### config.mk
export PLATFORM = sky130hd
export DESIGN_NAME = wpt_top
export DESIGN_NICKNAME = d
export VERILOG_FILES = /design/src/rtl/wpt_pkg.sv /design/src/rtl/wpt_cmp.sv /design/src/rtl/wpt_pair.sv /design/src/rtl/wpt_bpcnt.sv /design/src/rtl/wpt_top.sv
export SDC_FILE = /design/constraint.sdc
export NUM_CORES = 1
export LEC_CHECK = 0
export BUFFER_PORTS_ARGS = -buffer_cell sky130_fd_sc_hd__clkbuf_2
export CORE_AREA = 2 2 171 173
export DETAILED_ROUTE_END_ITERATION = 10
export DIE_AREA = 0 0 173 175
export PLACE_DENSITY = 0.63
export SYNTH_ARGS = -nofsm -noshare
export SYNTH_HDL_FRONTEND = slang
export SYNTH_SLANG_ARGS = --single-unit
### constraint.sdc
create_clock -name clk -period 5.3 [get_ports clk]
set_input_delay 0.265 -clock clk [delete_from_list [all_inputs] [get_ports clk]]
set_output_delay 0.265 -clock clk [all_outputs]
set_load 0.05 [all_outputs]
### src/rtl/wpt_pkg.sv
package wpt_pkg;

    typedef enum logic [1:0] {
        CND_EQ = 2'b00,
        CND_NE = 2'b01,
        CND_LT = 2'b10,
        CND_GT = 2'b11
    } cnd_e;

    typedef enum logic [1:0] {
        PAIR_SOLO = 2'b00,
        PAIR_IN   = 2'b01,
        PAIR_OUT  = 2'b10,
        PAIR_RSV  = 2'b11
    } pair_e;

    typedef enum logic {
        BP_OFF   = 1'b0,
        BP_ARMED = 1'b1
    } bp_st_e;

endpackage

### src/rtl/wpt_cmp.sv
module wpt_cmp
    import wpt_pkg::*;
#(
    parameter int W = 32
) (
    input  logic [W-1:0] bus_val,
    input  logic [W-1:0] ref_val,
    input  logic [1:0]   cond,
    output logic         hit
);

    always_comb begin
        unique case (cnd_e'(cond))
            CND_EQ: hit = (bus_val == ref_val);
            CND_NE: hit = (bus_val != ref_val);
            CND_LT: hit = (bus_val <  ref_val);
            CND_GT: hit = (bus_val >  ref_val);
        endcase
    end

endmodule

### src/rtl/wpt_pair.sv
module wpt_pair
    import wpt_pkg::*;
(
    input  logic       hit_a,
    input  logic       hit_b,
    input  logic [1:0] mode,
    output logic       out_lo,
    output logic       out_hi
);

    always_comb begin
        unique case (pair_e'(mode))
            PAIR_IN: begin
                out_lo = hit_a & hit_b;
                out_hi = 1'b0;
            end
            PAIR_OUT: begin
                out_lo = hit_a | hit_b;
                out_hi = 1'b0;
            end
            PAIR_SOLO, PAIR_RSV: begin
                out_lo = hit_a;
                out_hi = hit_b;
            end
        endcase
    end

endmodule

### src/rtl/wpt_bpcnt.sv
module wpt_bpcnt
    import wpt_pkg::*;
#(
    parameter int CW = 8
) (
    input  logic          clk,
    input  logic          rst_n,
    input  logic          en,
    input  logic [CW-1:0] preset,
    input  logic          hit,
    output logic          fire
);

    bp_st_e        state_q;
    bp_st_e        state_d;
    logic [CW-1:0] rem_q;

    // next-state logic: arm / disarm
    always_comb begin
        state_d = state_q;
        unique case (state_q)
            BP_OFF:   if (en)  state_d = BP_ARMED;
            BP_ARMED: if (!en) state_d = BP_OFF;
        endcase
    end

    // state register
    always_ff @(posedge clk) begin
        if (!rst_n) state_q <= BP_OFF;
        else        state_q <= state_d;
    end

    // outputs and remaining-count register
    always_ff @(posedge clk) begin
        if (!rst_n) begin
            rem_q <= '0;
            fire  <= 1'b0;
        end else begin
            fire <= 1'b0;
            unique case (state_q)
                BP_OFF: rem_q <= preset;
                BP_ARMED: begin
                    if (en && hit) begin
                        if (rem_q == '0) begin
                            fire  <= 1'b1;
                            rem_q <= preset;
                        end else begin
                            rem_q <= rem_q - 1'b1;
                        end
                    end
                end
            endcase
        end
    end

endmodule

### src/rtl/wpt_top.sv
module wpt_top
    import wpt_pkg::*;
#(
    parameter int AW = 32,
    parameter int DW = 32,
    parameter int CW = 8
) (
    input  logic            clk,
    input  logic            rst_n,
    input  logic            if_valid,
    input  logic [AW-1:0]   if_addr,
    input  logic            ls_valid,
    input  logic [AW-1:0]   ls_addr,
    input  logic [DW-1:0]   ls_data,
    input  logic [4*AW-1:0] ia_ref,
    input  logic [7:0]      ia_cond,
    input  logic [3:0]      ia_pair,
    input  logic [2*AW-1:0] la_ref,
    input  logic [3:0]      la_cond,
    input  logic [1:0]      la_pair,
    input  logic [2*DW-1:0] ld_ref,
    input  logic [3:0]      ld_cond,
    input  logic [1:0]      ls_qual,
    input  logic [5:0]      bp_en,
    input  logic [6*CW-1:0] bp_cnt,
    output logic [5:0]      wp_o,
    output logic [5:0]      bp_o
);

    localparam int N_IA  = 4;
    localparam int N_LS  = 2;
    localparam int N_WP  = N_IA + N_LS;
    localparam int N_IAP = N_IA / 2;

    logic [N_IA-1:0] ia_hit;
    logic [N_IA-1:0] ia_comb;
    logic [N_LS-1:0] la_hit;
    logic [N_LS-1:0] la_comb;
    logic [N_LS-1:0] ld_hit;
    logic [N_WP-1:0] ev_d;
    logic [N_WP-1:0] wp_q;

    genvar gi;

    generate
        for (gi = 0; gi < N_IA; gi++) begin : g_ia
            wpt_cmp #(.W(AW)) u_cmp (
                .bus_val (if_addr),
                .ref_val (ia_ref[AW*gi +: AW]),
                .cond    (ia_cond[2*gi +: 2]),
                .hit     (ia_hit[gi])
            );
        end

        for (gi = 0; gi < N_IAP; gi++) begin : g_iap
            wpt_pair u_pair (
                .hit_a  (ia_hit[2*gi]),
                .hit_b  (ia_hit[2*gi+1]),
                .mode   (ia_pair[2*gi +: 2]),
                .out_lo (ia_comb[2*gi]),
                .out_hi (ia_comb[2*gi+1])
            );
        end

        for (gi = 0; gi < N_LS; gi++) begin : g_ls
            wpt_cmp #(.W(AW)) u_acmp (
                .bus_val (ls_addr),
                .ref_val (la_ref[AW*gi +: AW]),
                .cond    (la_cond[2*gi +: 2]),
                .hit     (la_hit[gi])
            );
            wpt_cmp #(.W(DW)) u_dcmp (
                .bus_val (ls_data),
                .ref_val (ld_ref[DW*gi +: DW]),
                .cond    (ld_cond[2*gi +: 2]),
                .hit     (ld_hit[gi])
            );
        end
    endgenerate

    wpt_pair u_lspair (
        .hit_a  (la_hit[0]),
        .hit_b  (la_hit[1]),
        .mode   (la_pair),
        .out_lo (la_comb[0]),
        .out_hi (la_comb[1])
    );

    always_comb begin
        ev_d[N_IA-1:0] = ia_comb & {N_IA{if_valid}};
        for (int k = 0; k < N_LS; k++) begin
            ev_d[N_IA+k] = ls_valid & la_comb[k] & (~ls_qual[k] | ld_hit[k]);
        end
    end

    always_ff @(posedge clk) begin
        if (!rst_n) wp_q <= '0;
        else        wp_q <= ev_d;
    end

    assign wp_o = wp_q;

    generate
        for (gi = 0; gi < N_WP; gi++) begin : g_bp
            wpt_bpcnt #(.CW(CW)) u_bp (
                .clk    (clk),
                .rst_n  (rst_n),
                .en     (bp_en[gi]),
                .preset (bp_cnt[CW*gi +: CW]),
                .hit    (ev_d[gi]),
                .fire   (bp_o[gi])
            );
        end
    endgenerate

endmodule

==> impl_metrics.env <==
export IMPL_finalSetupViolations=0
export IMPL_status="completed"
export IMPL_firstDrtPassIters=5
export IMPL_finalSetupTns_ns=0
export IMPL_synthMuxAreaShare=0.00392
export IMPL_row_count=62
export IMPL_dpl_cell_area_um2=13400
export IMPL_p_sw_mw=0.787
export IMPL_syn2layout_area_growth_pct=27.2
export IMPL_power_frac_clock=0.333
export IMPL_tightest_slew_ns=1.15
export IMPL_critPathArrivalTime_ns=3.60
export IMPL_finalWeightedCongestion=0.894
export IMPL_yosysSeqAreaShare=0.122
export IMPL_cts_sinks=66
export IMPL_drtIter0Drc=567
export IMPL_synth_area_per_cell_um2=7.31
export IMPL_antenna_found_initial=2
export IMPL_worst_ep_required_time_ns=5.53
export IMPL_finalCritPeriodShare=0.635
export IMPL_final_cells=2305
export IMPL_synth_compound_area_frac=0.224
export IMPL_layout_drive_gt1_share=0.256
export IMPL_route_detailed_drc=0
export IMPL_via_per_inst=5.28
export IMPL_r2r_start="g_bp[2].u_bp.rem_q[2]"
export IMPL_cts_root_buf="clkbuf_16"
export IMPL_wl_per_cell_um=16.0
export IMPL_p_sw_frac=0.350
export IMPL_yosysTopAreaCellShare=0.316
export IMPL_reg2regPathDepth=8
export IMPL_clkLatencyLatePin_ns=0.34
export IMPL_finalMaxSlewViolations=0
export IMPL_slew_headroom=0.231
export IMPL_peakVddDrop_mv=0.147
export IMPL_setup_worst_path_start_class="input pin"
export IMPL_clkTransAtPathRegs_ns=0.06
export IMPL_critPathMaxFanout=17
export IMPL_synth_fp_nets=2194
export IMPL_pin_count=446
export IMPL_crit_type="in2reg"
export IMPL_reg2reg_slack_ns=2.67
export IMPL_synth_xor_area_share=0
export IMPL_postRouteAntennaNets=0
export IMPL_vias=12200
export IMPL_dieHeight_um=175
export IMPL_fmax_mhz=297
export IMPL_hold_viol=0
export IMPL_htreeDepth=3
export IMPL_yosys_warnings=0
export IMPL_ys_seq_elements=66
export IMPL_cts_resized=0
export IMPL_skew_ns=0.00542
export IMPL_cts_hold_fix_buffers=0
export IMPL_grt_max_degree=48
export IMPL_whs_ns=0.152
export IMPL_start_util=0.383
export IMPL_rsz0062_at_grt="no"
export IMPL_final_core_util=0.487
export IMPL_finalCriticalPeriod_ns=3.37
export IMPL_coreArea_um2=28400
export IMPL_hold_path_endpoint="g_bp[5].u_bp.state_q"
export IMPL_synth_fa_ha_area_frac=0.316
export IMPL_grt_pass1_vias=12100
export IMPL_grtUsageTotal=0.238
export IMPL_overflow=0
export IMPL_intPower_mw=1.46
export IMPL_grt_pass1_wl_um=58700
export IMPL_fin_nets=2622
export IMPL_synth_top_family_by_area="adder cells"
export IMPL_drv_cap=0
export IMPL_die_w_um=173
export IMPL_synth_edf_count=0
export IMPL_synth_area_leaders="ha_1 (32%), dfxtp_1 (12%), inv_1 (10%)"
export IMPL_synth_cell_type_count=81
export IMPL_min_path_type="in2reg"
export IMPL_leakage_nw=7.78
export IMPL_synthSimpleGateAreaFrac=0.222
export IMPL_synth_area_leader_cell="ha_1"
export IMPL_cts_buffer_depth=2
export IMPL_dp_slack_ns=1.58
export IMPL_end_kind="register"
export IMPL_io_buffers=445
export IMPL_syn_inst=1486
export IMPL_die_area_um2=30300
export IMPL_power_per_cell_area_nw_per_um2=163
export IMPL_r2r_end="g_bp[2].u_bp.rem_q[6]"
export IMPL_finalPower_mw=2.25
export IMPL_cts_setup_buffers=0
export IMPL_synth_cell_area_um2=10900
export IMPL_ys_flop_type="dfxtp_1"
export IMPL_dp_cells=2287
export IMPL_hold_start="bp_en[5]"
export IMPL_cts_buffers=9
export IMPL_wirelength_um=36900
export IMPL_async_reset_ff_frac=0
export IMPL_power_frac_comb=0.414
export IMPL_fin_area_um2=13800
export IMPL_hold_path_cell_count=2
export IMPL_setup_slack_ns=1.93
export IMPL_seq_power_share=0.253
export IMPL_fill_cells=2914
export IMPL_cts_tree="done"
export IMPL_hpwl_um=32700
[how the worst max path moves through the flow]
stage / slack (ns) / startpoint / to
final: 1.93 / if_addr[14] / g_bp[3].u_bp.rem_q[5]
after global routing: 1.64 / if_addr[14] / g_bp[3].u_bp.rem_q[4]
after CTS: 1.95 / if_addr[14] / g_bp[3].u_bp.rem_q[5]
after detailed placement: 1.58 / if_addr[14] / g_bp[3].u_bp.rem_q[5]
after global placement: 1.70 / if_addr[5] / g_bp[3].u_bp.rem_q[5]
after floorplan: 2.34 / la_ref[46] / g_bp[4].u_bp.rem_q[4]
[layout make-up]
type / count / area, µm² / area share
multi-input combinational: 1101 / 8320 / 0.602
clock inverter: 6 / 138 / 0.00996
antenna: 2 / 5.00 / 0.000362
inverter: 290 / 1090 / 0.0788
tap: 384 / 480 / 0.0348
timing repair buffer: 446 / 2230 / 0.162
sequential: 66 / 1320 / 0.0956
clock buffer: 10 / 229 / 0.0166
[layer usage]
metal | up-vias | routed length [µm] | global-route usage | part of all wire
li1 | 6197 | - | - | -
met1 | 5498 | 15400 | 0.275 | 0.42
met2 | 422 | 17900 | 0.439 | 0.48
met3 | 58 | 2390 | 0.0409 | 0.065
met4 | 0 | 1180 | 0.0872 | 0.032
met5 | - | 0 | 0 | 0
[synth_stat cells (all sizes together) (10+ instances only)]
library cell  number
inv              290
ha               274
a21oi            126
nand2            115
nor2              69
dfxtp             66
o21ai             62
nand4             60
nand3             48
nor3              36
a21o              24
and3              20
nor4              20
clkbuf            18
nand2b            17
nor2b             17
and2              15
a211oi            14
a31oi             14
o211ai            14
a221oi            13
or3               13
buf               11
o31ai             10
[sequential cells by signal (all words and copies together) (netlist names)]
| signal | cells |
|---|---|
| g_bp.u_bp.rem_q | 48 |
| g_bp.u_bp.fire | 6 |
| g_bp.u_bp.state_q | 6 |
| wp_o | 6 |
[power groups by stage]
stage / clock network, mW / logic, mW / registers (mW)
after global placement: 0 / 0.905 / 0.578
after floorplan: 0 / 0.564 / 0.574
final: 0.748 / 0.930 / 0.570
after global routing: 0.787 / 1.06 / 0.575
after CTS: 0.767 / 0.932 / 0.569
after detailed placement: 0 / 0.926 / 0.579
[critical path: stages]
cell and delay (ns):
clkbuf_2 0.13, ha_1 0.34, a21oi_1 0.17, nand2_1 0.07, a221o_1 0.33, or3_1 0.43, a31oi_1 0.19, nand3_1 0.15
and3_1 0.27, a21boi_1 0.85, nor2_1 0.11, o221a_2 0.30
[cell families after synthesis]
group           after synthesis
mux                           4
buf+inv                     319
compound gates              360
fa+ha+maj                   274
simple gates                463
flops                        66
[placed cells by master, fill, tap and decap left out, types with 14 or more instances in the layout]
master	Yosys	final
a21o_1	24	24
a21oi_1	125	125
a31oi_1	14	14
and2_1	14	14
and3_1	19	19
clkbuf_2	0	445
dfxtp_1	66	66
ha_1	274	274
inv_1	290	290
nand2_1	115	115
nand2b_1	17	17
nand3_1	47	47
nand4_1	59	59
nor2_1	69	69
nor2b_1	17	17
nor3_1	36	36
nor4_1	19	19
o211ai_1	14	14
o21ai_0	60	60
(Power assumes the default switching activity.)
